<file path="src/rtl/sram_ctrl_pkg.sv">
package sram_ctrl_pkg;

    localparam int unsigned SRAM_ADDR_W = 17;
    localparam int unsigned SRAM_DATA_W = 8;

    typedef enum logic [2:0] {
        ST_IDLE        = 3'd0,
        ST_READ_WAIT   = 3'd1,
        ST_WRITE_SETUP = 3'd2,
        ST_WRITE_PULSE = 3'd3,
        ST_TURNAROUND  = 3'd4
    } ctrl_state_e;

    typedef struct packed {
        logic ce_n;
        logic we_n;
        logic oe_n;
        logic drive;
    } strobe_t;

    localparam strobe_t STROBE_QUIET = '{ce_n: 1'b1, we_n: 1'b1, oe_n: 1'b1, drive: 1'b0};

    function automatic strobe_t strobes_for(ctrl_state_e s);
        strobe_t v;
        v = STROBE_QUIET;
        case (s)
            ST_READ_WAIT: begin
                v.ce_n = 1'b0;
                v.oe_n = 1'b0;
            end
            ST_WRITE_SETUP: begin
                v.ce_n  = 1'b0;
                v.drive = 1'b1;
            end
            ST_WRITE_PULSE: begin
                v.ce_n  = 1'b0;
                v.we_n  = 1'b0;
                v.drive = 1'b1;
            end
            default: v = STROBE_QUIET;
        endcase
        return v;
    endfunction

    function automatic int unsigned max_u(int unsigned a, int unsigned b);
        return (a > b) ? a : b;
    endfunction

endpackage

</file>
<file path="src/rtl/sram_ctrl_fsm.sv">
module sram_ctrl_fsm
    import sram_ctrl_pkg::*;
#(
    parameter int unsigned TAA_CYC   = 2,
    parameter int unsigned PULSE_CYC = 2
) (
    input  logic        clk,
    input  logic        rst,
    input  logic        req_valid,
    input  logic        req_write,
    output ctrl_state_e state_q,
    output ctrl_state_e state_d,
    output logic        accept,
    output logic        capture
);
    localparam int unsigned CNT_MAX = max_u(TAA_CYC, PULSE_CYC);
    localparam int unsigned CNT_W   = (CNT_MAX < 2) ? 1 : $clog2(CNT_MAX);

    logic [CNT_W-1:0] cnt_q, cnt_d;

    assign accept = (state_q == ST_IDLE) && req_valid;

    always_comb begin
        state_d = state_q;
        cnt_d   = cnt_q;
        capture = 1'b0;
        case (state_q)
            ST_IDLE: begin
                if (req_valid) begin
                    if (req_write) begin
                        state_d = ST_WRITE_SETUP;
                    end else begin
                        state_d = ST_READ_WAIT;
                        cnt_d   = CNT_W'(TAA_CYC - 1);
                    end
                end
            end
            ST_READ_WAIT: begin
                if (cnt_q == '0) begin
                    state_d = ST_TURNAROUND;
                    capture = 1'b1;
                end else begin
                    cnt_d = cnt_q - 1'b1;
                end
            end
            ST_WRITE_SETUP: begin
                state_d = ST_WRITE_PULSE;
                cnt_d   = CNT_W'(PULSE_CYC - 1);
            end
            ST_WRITE_PULSE: begin
                if (cnt_q == '0) begin
                    state_d = ST_IDLE;
                end else begin
                    cnt_d = cnt_q - 1'b1;
                end
            end
            ST_TURNAROUND: state_d = ST_IDLE;
            default:       state_d = ST_IDLE;
        endcase
    end

    always_ff @(posedge clk) begin
        if (rst) begin
            state_q <= ST_IDLE;
            cnt_q   <= '0;
        end else begin
            state_q <= state_d;
            cnt_q   <= cnt_d;
        end
    end
endmodule

</file>
<file path="src/rtl/sram_strobe_gen.sv">
module sram_strobe_gen
    import sram_ctrl_pkg::*;
(
    input  logic        clk,
    input  logic        rst,
    input  ctrl_state_e state_d,
    output strobe_t     strobes
);
    always_ff @(posedge clk) begin
        if (rst) begin
            strobes <= STROBE_QUIET;
        end else begin
            strobes <= strobes_for(state_d);
        end
    end
endmodule

</file>
<file path="src/rtl/sram_ctrl_datapath.sv">
module sram_ctrl_datapath #(
    parameter int unsigned ADDR_W = 17,
    parameter int unsigned DATA_W = 8
) (
    input  logic              clk,
    input  logic              rst,
    input  logic              accept,
    input  logic              capture,
    input  logic [ADDR_W-1:0] req_addr,
    input  logic [DATA_W-1:0] req_wdata,
    input  logic [DATA_W-1:0] bus_in,
    output logic [ADDR_W-1:0] addr_q,
    output logic [DATA_W-1:0] wdata_q,
    output logic [DATA_W-1:0] rdata_q,
    output logic              rvalid_q
);
    always_ff @(posedge clk) begin
        if (rst) begin
            addr_q   <= '0;
            wdata_q  <= '0;
            rdata_q  <= '0;
            rvalid_q <= 1'b0;
        end else begin
            rvalid_q <= capture;
            if (accept) begin
                addr_q  <= req_addr;
                wdata_q <= req_wdata;
            end
            if (capture) begin
                rdata_q <= bus_in;
            end
        end
    end
endmodule

</file>
<file path="src/rtl/sram_async_ctrl.sv">
module sram_async_ctrl
    import sram_ctrl_pkg::*;
#(
    parameter int unsigned ADDR_W  = SRAM_ADDR_W,
    parameter int unsigned DATA_W  = SRAM_DATA_W,
    parameter int unsigned TAA_CYC = 2,
    parameter int unsigned TWP_CYC = 2,
    parameter int unsigned TDW_CYC = 2
) (
    input  logic              clk,
    input  logic              rst,
    input  logic              req_valid,
    output logic              req_ready,
    input  logic              req_write,
    input  logic [ADDR_W-1:0] req_addr,
    input  logic [DATA_W-1:0] req_wdata,
    output logic              rd_valid,
    output logic [DATA_W-1:0] rd_data,
    output logic [ADDR_W-1:0] sram_addr,
    output logic              sram_ce_n,
    output logic              sram_we_n,
    output logic              sram_oe_n,
    output logic [DATA_W-1:0] sram_dq_out,
    output logic              sram_dq_oe,
    input  logic [DATA_W-1:0] sram_dq_in
);
    localparam int unsigned PULSE_CYC = max_u(TWP_CYC, TDW_CYC);

    ctrl_state_e state_q, state_d;
    logic        accept, capture;
    strobe_t     strobes;

    sram_ctrl_fsm #(.TAA_CYC(TAA_CYC), .PULSE_CYC(PULSE_CYC)) u_fsm (
        .clk       (clk),
        .rst       (rst),
        .req_valid (req_valid),
        .req_write (req_write),
        .state_q   (state_q),
        .state_d   (state_d),
        .accept    (accept),
        .capture   (capture)
    );

    sram_strobe_gen u_strb (
        .clk     (clk),
        .rst     (rst),
        .state_d (state_d),
        .strobes (strobes)
    );

    sram_ctrl_datapath #(.ADDR_W(ADDR_W), .DATA_W(DATA_W)) u_dp (
        .clk       (clk),
        .rst       (rst),
        .accept    (accept),
        .capture   (capture),
        .req_addr  (req_addr),
        .req_wdata (req_wdata),
        .bus_in    (sram_dq_in),
        .addr_q    (sram_addr),
        .wdata_q   (sram_dq_out),
        .rdata_q   (rd_data),
        .rvalid_q  (rd_valid)
    );

    assign req_ready  = (state_q == ST_IDLE);
    assign sram_ce_n  = strobes.ce_n;
    assign sram_we_n  = strobes.we_n;
    assign sram_oe_n  = strobes.oe_n;
    assign sram_dq_oe = strobes.drive;
endmodule

</file>
<file path="config.mk">
export PLATFORM = sky130hd
export DESIGN_NAME = sram_async_ctrl
export DESIGN_NICKNAME = d
export VERILOG_FILES = /design/src/rtl/sram_ctrl_pkg.sv /design/src/rtl/sram_ctrl_fsm.sv /design/src/rtl/sram_strobe_gen.sv /design/src/rtl/sram_ctrl_datapath.sv /design/src/rtl/sram_async_ctrl.sv
export SDC_FILE = /design/constraint.sdc
export NUM_CORES = 1
export LEC_CHECK = 0
export BUFFER_PORTS_ARGS = -buffer_cell sky130_fd_sc_hd__buf_2
export CORE_AREA = 5 5 65 67
export DETAILED_ROUTE_END_ITERATION = 7
export DIE_AREA = 0 0 70 72
export GPL_ROUTABILITY_DRIVEN = 0
export PLACE_DENSITY = 0.76
export SKIP_CTS_REPAIR_TIMING = 1
export SLEW_MARGIN = 25
export SYNTH_ARGS = -nofsm -noshare
export SYNTH_HDL_FRONTEND = slang
export SYNTH_SLANG_ARGS = --single-unit
</file>
<file path="constraint.sdc">
create_clock -name clk -period 1.8 [get_ports clk]
set_input_delay 0.18 -clock clk [delete_from_list [all_inputs] [get_ports clk]]
set_output_delay 0.18 -clock clk [all_outputs]
set_load 0.05 [all_outputs]
</file>
# Word-level counts from Yosys, hierarchy flattened

Index checks and enable logic that the tools add are counted.
W data, S select, Z words.

Add/sub/neg operators: 1
Eq/ne operators: 8
Muxes and demuxes: 15
Reductions and logical operators: 7

Operators with widths:

| operator              | count |
|---|---|
| $eq A3 B2 Y1 const B  | 4 |
| $pmux W3 S4           | 1 |
| $mux W1               | 9 |
| $mux W3               | 3 |
| $eq A3 B1 Y1 const B  | 2 |
| $ne A2 B2 Y1 const B  | 2 |
| $reduce_or A2 Y1      | 2 |
| $logic_not A3 Y1      | 1 |
| $pmux W1 S3           | 1 |
| $reduce_and A3 Y1     | 1 |
| $reduce_bool A3 Y1    | 1 |
| $reduce_or A3 Y1      | 1 |
| $mux W2               | 1 |
| $logic_and A1 B1 Y1   | 1 |
| $sub A1 B1 Y1 const B | 1 |

Flip-flop bits (word level): 42
Bits of input ports: 37
Output and inout port bits: 39
Word-level logic and storage cells: 41

# Depth between registers and ports, before layout

Gate-level depths: netlist (run 1).

Depth in word-level cells: 6
Gate-level depth with buffers: 6
Depth with buffers taken out: 3

# Cells and area by module

A second synthesis (run 1) with hierarchy kept.

Cells, all modules: 142
Area, all modules: 1,572.8 um^2

By module, submodules not included:

| module             | instances | cells an instance | area each (um^2) | seq. area each (um^2) |
|---|---|---|---|---|
| sram_ctrl_datapath | 1         | 109               | 1,217.4          | 680.7 |
| sram_ctrl_fsm      | 1         | 23                | 235.2            | 80.1 |
| sram_strobe_gen    | 1         | 9                 | 110.1            | 80.1 |
| sram_async_ctrl    | 1         | 1                 | 10.0             | 0.0 |

# Worst setup path after synthesis (run 1)

No wires, ideal clock.

Kind: register to output
From: register u_fsm.state_q[0]
To: output req_ready
Data arrival time: 1.518 ns
Required time: 1.620 ns
Slack: 0.102 ns
Cell stages (with the launch flop): 3
Buffers on the path: 1
Cell sequence: dfxtp_1 > buf_4 > nor3_1

Word-level cells in the longest chain between the ends: 1

Ends and longest elaborated chain:

| element                  | RTL line              | text |
|---|---|---|
| start: declaration       | sram_ctrl_fsm.sv:11   | `output ctrl_state_e state_q,` |
| start signal: assignment | sram_ctrl_fsm.sv:67   | `state_q <= state_d;` |
| $logic_not A3 Y1         | sram_async_ctrl.sv:65 | `assign req_ready = (state_q == ST_IDLE);` |
| end: declaration         | sram_async_ctrl.sv:13 | `output logic req_ready,` |

No other way between the ends.

# Worst setup path after layout (run 1)

From: register u_fsm.state_q[0]
To: register u_dp.rdata_q[0]

Word-level cells in the longest chain between the ends: 2

Ends and longest elaborated chain:

| element                | RTL line                 | text |
|---|---|---|
| $eq A3 B1 Y1           | sram_ctrl_fsm.sv:27      | `case (state_q)` |
| $mux W1                | sram_ctrl_fsm.sv:27      |  |
| end signal: assignment | sram_ctrl_datapath.sv:30 | `rdata_q <= bus_in;` |
| end: declaration       | sram_ctrl_datapath.sv:14 | `output logic [DATA_W-1:0] rdata_q,` |

No other way between the ends.
A chain may end at the register's enable or synchronous reset.

==> results of run 1 <==
## through the flow
| step | util, % | instance area (sq um) | hold WS (ns) |
|---|---|---|---|
| after floorplan | - | 1519 | 0.2680 |
| after detailed placement | 53.04 | 1898 | 0.4260 |
| after CTS | 54.30 | 1943 | 0.04749 |
| final | 54.30 | 1943 | 0.06549 |
| after global placement | 53.04 | 1898 | 0.4210 |
| after global routing | 54.30 | 1943 | 0.04375 |
## cell usage after synthesis
cell	number
or4b_4	1
dfxtp_1	42
a21oi_1	33
buf_8	2
or4b_1	1
nor2b_1	1
o31ai_1	1
nor4b_2	1
a2111oi_1	1
buf_4	1
buf_6	2
nand2_1	68
mux2i_1	1
a32oi_1	1
nor3_1	4
inv_1	1
nor2_1	4
clkbuf_1	5
nor4b_4	1
buf_2	3
nand2b_1	2
a211oi_1	1
## cells by family (layout without fill, tap and decap cells)
| family | count (synthesis) | after routing |
|---|---|---|
| mux | 1 | 1 |
| simple gates | 83 | 83 |
| buf+inv | 14 | 88 |
| flops | 42 | 42 |
| compound gates | 37 | 37 |
## how the worst max path moves through the flow
stage,slack (ns),endpoint,from,cells after the start
2_1_floorplan,0.10,req_ready,u_fsm.state_q[0],2
3_3_place_gp,0.31,u_dp.rdata_q[7],u_fsm.state_q[0],3
3_5_place_dp,0.28,u_dp.rdata_q[0],u_fsm.state_q[0],3
4_1_cts,0.27,u_dp.rdata_q[0],u_fsm.state_q[0],3
5_1_grt,0.16,u_dp.rdata_q[0],u_fsm.state_q[0],3
6_report,0.26,u_dp.rdata_q[0],u_fsm.state_q[0],3
## per-layer routing
metal,track usage [%],up-vias
met5,0,-
li1,-,725
met4,6.383,0
met1,16.64,592
met3,5.402,7
met2,21.72,51
## cells in the final DEF, fill, tap and decap left out, drive strengths merged, types with 2 or more instances in the layout
master	instances
nor4b	2
dfxtp	42
a21oi	33
nor2	4
buf	80
or4b	2
nor3	4
nand2b	2
nand2	68
clkbuf	7
## critical path: cells and delay by family (launching register included)
kind | cells | cell delay, ns
compound gates | 1 | 0.08
simple gates | 2 | 0.79
flops | 1 | 0.53
## sequential cells by signal, summed over array words and instances (netlist names)
| signal | cells |
|---|---|
| u_fsm.cnt_q | 1 |
| u_dp.rdata_q | 8 |
| u_dp.rvalid_q | 1 |
| u_dp.addr_q | 17 |
| u_fsm.state_q | 3 |
| u_dp.wdata_q | 8 |
| u_strb.strobes | 4 |
## final cells by class
type	instances	area, sq um	share of cell area (%)
Sequential cell	42	840.8	43.27
Clock buffer	7	45.04	2.318
Multi-Input combinational cell	121	580.6	29.88
Timing Repair Buffer	80	412.9	21.25
Tap cell	48	60.06	3.091
Inverter	1	3.754	0.1932
## where the power goes
part           internal, W  switching, W  leakage, nW
Combinational     0.000169      0.000449        0.532
Clock             0.000148      0.000265       0.0254
Sequential         0.00101     0.0000464        0.344
==> impl_metrics.toml, run 1 <==
[layout]
layout-drive-gt1-share_pct = 35.06
layout.cells.non_filler = 299
num-nets-final = 288
syn_to_final_growth_pct = 27.92
n_fill_cell = 365
diodes = 0

[clock_tree]
cts_buffers = 5
clock_latency_ns = 0.34
htreeDepth = 2
root_buffer = "clkbuf_4"
clkSinkCount = 42
path_clk_slew_ns = 0.11
cts_tree = "yes"
cts.path.max_buffers = 2

[setup_path]
crit-reg2reg-launch = "u_fsm.state_q[0]"
r2r_end = "u_dp.rdata_q[0]"
start_kind = "flop"
worst_r2r_path_depth = 3
reg2reg_setup_slack_ns = 0.26
worstPathRequired_ns = 2.00
cp_max_fo = 10
end_kind = "flop"
crit_chain = "or4b_1, nand2_1, a21oi_1"
slowest_stage = "or4b_1"
crit_arrival_ns = 1.74
worstSetupPathType = "flop to flop"
slowest_delay_ns = 0.66

[global_routing]
grt_overflow = 0
antenna_found_initial = 0
grt_pass1_wl_um = 5506
grt_max_degree = 41
gr-usage-all-layers_pct = 13.78
grt_pass1_vias = 1214

[synth]
yosys.area.top_type = "dfxtp_1"
synth_mux_area_share_pct = 0.6590
synth_simple_gate_area_share_pct = 24.46
synth_fa_ha_area_share_pct = 0
syn_nets = 214
synth_top_family_by_area = "simple AND/OR/NAND/NOR gates"
synth_cell_types = 22
synth_area_sq_um = 1519
yosysWarnings = 0
synth_compound_area_share_pct = 13.10
synthCells = 177
ys_seq_area_share_pct = 55.35
synth-seq-cells = 42
synth_top_area_share_pct = 55.35
synth_xor_area_share_pct = 0
syn_area_per_cell_sq_um = 8.582
synthTopCellsByArea = "dfxtp_1 (55%), nand2_1 (17%), a21oi_1 (11%)"

[drt]
drt_pass1_iterations = 4
viasPerCell = 4.599
vias = 1375
met3_length_um = 320
drt_wl_total_um = 3376
highest_layer = "met4"
met2_length_um = 1499
routedWlPerCell_um = 11.29
ant_nets = 0
dr.first_iter.drc_count = 50
drt-met1-wl_um = 1488
post-route-drc-count = 0

[power]
p_leak_nw = 0.9013
total_power_w = 0.002087
p_per_area_nw_per_um2 = 1074
vdd_drop_max_mv = 0.5240

[hold_path]
min_delay_path_depth = 3
worstHoldEndpoint = "u_dp.rdata_q[4]"
min_path_type = "primary input to flop"
min_from = "sram_dq_in[4]"

[job]
maxCapViolCount = 0

[floorplan]
core_area_sq_um = 3578
rows = 22
die_x_um = 70
die_h_um = 72
die_area_sq_um = 5040
io_pins = 76
start_util_pct = 42.45

[placement]
placedCellCount = 292
port_buffers = 75
place.detailed.hpwl_um = 2433
dp_slack_ns = 0.2803

[run_status]
status = "complete, no violations"

[sta]
timing_hold_violations_final = 0
grt_setup_unrepaired = "no"
tightestPinTransition_ns = 0.7203
period_share_pct = 85.58
setup_tns_ns = 0
finalSetupViolCount = 0
setup_slack_ns = 0.2596
slew_headroom_pct = 51.98
finalClockSkew_ns = 0.005743
min_period_ns = 1.540
final_max_slew_viol_count = 0
max_freq_mhz = 649.2
No activity file was read; power rests on OpenSTA's default activity.
==> inputs of run 2 (changes only) <==
- HOLD_SLACK_MARGIN: unset -> 0.1
==> run 2 against run 1 <==
Fmax fell by 0.48%. Clock-buffer cell count did not move. Die area did not move. Via count rose by 12%. Cell count rose by 11%. Sequential share of layout area fell by 6.4 points. Setup slack got worse by 0.0075 ns. Clock power barely moved. Sequential power barely moved. Utilization rose by 9.5 points. Combinational power rose by 11%. Total power rose by 3.2%. Highest routed layer unchanged.
==> impl_metrics.toml, run 2 (synthesis gave the netlist of run 1 again) <==
[placement]
place.detailed.hpwl_um = 2433
port_buffers = 75

[global_routing]
gr-usage-all-layers_pct = 13.78
grt_pass1_wl_um = 5506
grt_pass1_vias = 1214
antenna_found_initial = 0
grt_max_degree = 41
grt_overflow = 0

[layout]
diodes = 0
top_register = "u_dp.addr_q"
syn_to_final_growth_pct = 50.33
multiInputGateArea_sq_um = 580.6
largest_reg_flops = 17
largestRegisters = "u_dp.addr_q x17, u_dp.rdata_q x8, u_dp.wdata_q x8"
seq_area_sq_um = 840.8
layout-drive-gt1-share_pct = 30.88
n_fill_cell = 304
final_cell_mix = "buf_2 (75), nand2_1 (68), dfxtp_1 (42), dlygate4sd3_1 (34), a21oi_1 (33)"
final_common_cell = "buf_2"
num-nets-final = 322

[sta]
max_freq_mhz = 646.1
finalClockSkew_ns = 0.005746
tightestPinTransition_ns = 0.7289
setup_tns_ns = 0
grt_setup_unrepaired = "no"
slew_headroom_pct = 51.41
period_share_pct = 85.99
finalSetupViolCount = 0
timing_hold_violations_final = 0
min_period_ns = 1.548
final_max_slew_viol_count = 0

[floorplan]
rows = 22
core_area_sq_um = 3578
io_pins = 76
start_util_pct = 42.45
die_area_sq_um = 5040
die_x_um = 70
die_h_um = 72

[power]
total_power_w = 0.002154
p_per_area_nw_per_um2 = 943.5
vdd_drop_max_mv = 0.5827
p_leak_nw = 1.043

[hold_path]
min_path_type = "primary input to flop"

[drt]
dr.first_iter.drc_count = 84
viasPerCell = 4.628
drt_pass1_iterations = 4
drt_wl_total_um = 4106
post-route-drc-count = 0
routedWlPerCell_um = 12.33
ant_nets = 0
vias = 1541

[setup_path]
worstPathRequired_ns = 2.00
crit-reg2reg-launch = "u_fsm.state_q[0]"
cp_max_fo = 10
critPathLaunch = "u_fsm.state_q[0]"
reg2reg_setup_slack_ns = 0.25
worstSetupPathType = "flop to flop"
slowest_delay_ns = 0.66
crit_arrival_ns = 1.75
worstSetupEndpoint = "u_dp.rdata_q[6]"
start_kind = "flop"
r2r_end = "u_dp.rdata_q[6]"
worst_r2r_path_depth = 3
end_kind = "flop"
slowest_stage = "or4b_1"
crit_chain = "or4b_1, nand2_1, a21oi_1"

[clock_tree]
clock_latency_ns = 0.34
root_buffer = "clkbuf_4"
clkSinkCount = 42
cts_tree = "yes"
cts_buffers = 5
htreeDepth = 2
cts.path.max_buffers = 2
path_clk_slew_ns = 0.11

[job]
maxCapViolCount = 0

[run_status]
status = "complete, no violations"
-- run 2: report_power, final --
| part | switching [W] | internal, W |
|---|---|---|
| registers | 0.0000473 | 0.00101 |
| clock network | 0.000266 | 0.000148 |
| logic | 0.000466 | 0.000217 |
| total | 0.000779 | 0.00138 |
-- run 2: cell type report --
class,instances,area share (%)
Sequential cell,42,36.82
Tap cell,48,2.630
Multi-Input combinational cell,121,25.42
Inverter,1,0.1644
Timing Repair Buffer,114,32.99
Clock buffer,7,1.973
-- run 2: routing by layer --
layer	vias to the layer above	global-route usage, %	part of all wire, %
li1	791	-	-
met1	678	16.64	41
met2	61	21.72	49
met3	11	5.402	7.3
met4	0	6.383	2.1
met5	-	0	0
-- run 2: worst min path at each step --
stage	cells past startpoint	slack, ns	from	endpoint
2_1_floorplan	1	0.27	rst	u_fsm.state_q[0]
3_3_place_gp	3	0.42	req_wdata[1]	u_dp.wdata_q[1]
3_5_place_dp	3	0.43	req_addr[1]	u_dp.addr_q[1]
4_1_cts	3	0.05	req_addr[1]	u_dp.addr_q[1]
5_1_grt	3	0.14	req_write	u_strb.strobes[1]
6_report	3	0.15	req_write	u_strb.strobes[1]
-- run 2: critical path: cells and delay by family, from the launching register on --
| kind | cells | cell delay [ns] |
|---|---|---|
| AOI/OAI and AO/OA | 1 | 0.08 |
| DFF | 1 | 0.53 |
| and+or+nand+nor | 2 | 0.81 |
-- run 2: per-stage QoR --
| step | utilization [%] | cells | setup slack, ns | hold slack [ns] | cell area (sq um) |
|---|---|---|---|---|---|
| after floorplan | - | 177 | 0.1023 | 0.2680 | 1519 |
| after detailed placement | 53.04 | 292 | 0.2803 | 0.4260 | 1898 |
| after global placement | 53.04 | 292 | 0.3111 | 0.4210 | 1898 |
| after global routing | 63.81 | 333 | 0.1578 | 0.1446 | 2283 |
| final | 63.81 | 333 | 0.2522 | 0.1507 | 2283 |
| after CTS | 54.30 | 299 | 0.2655 | 0.04749 | 1943 |
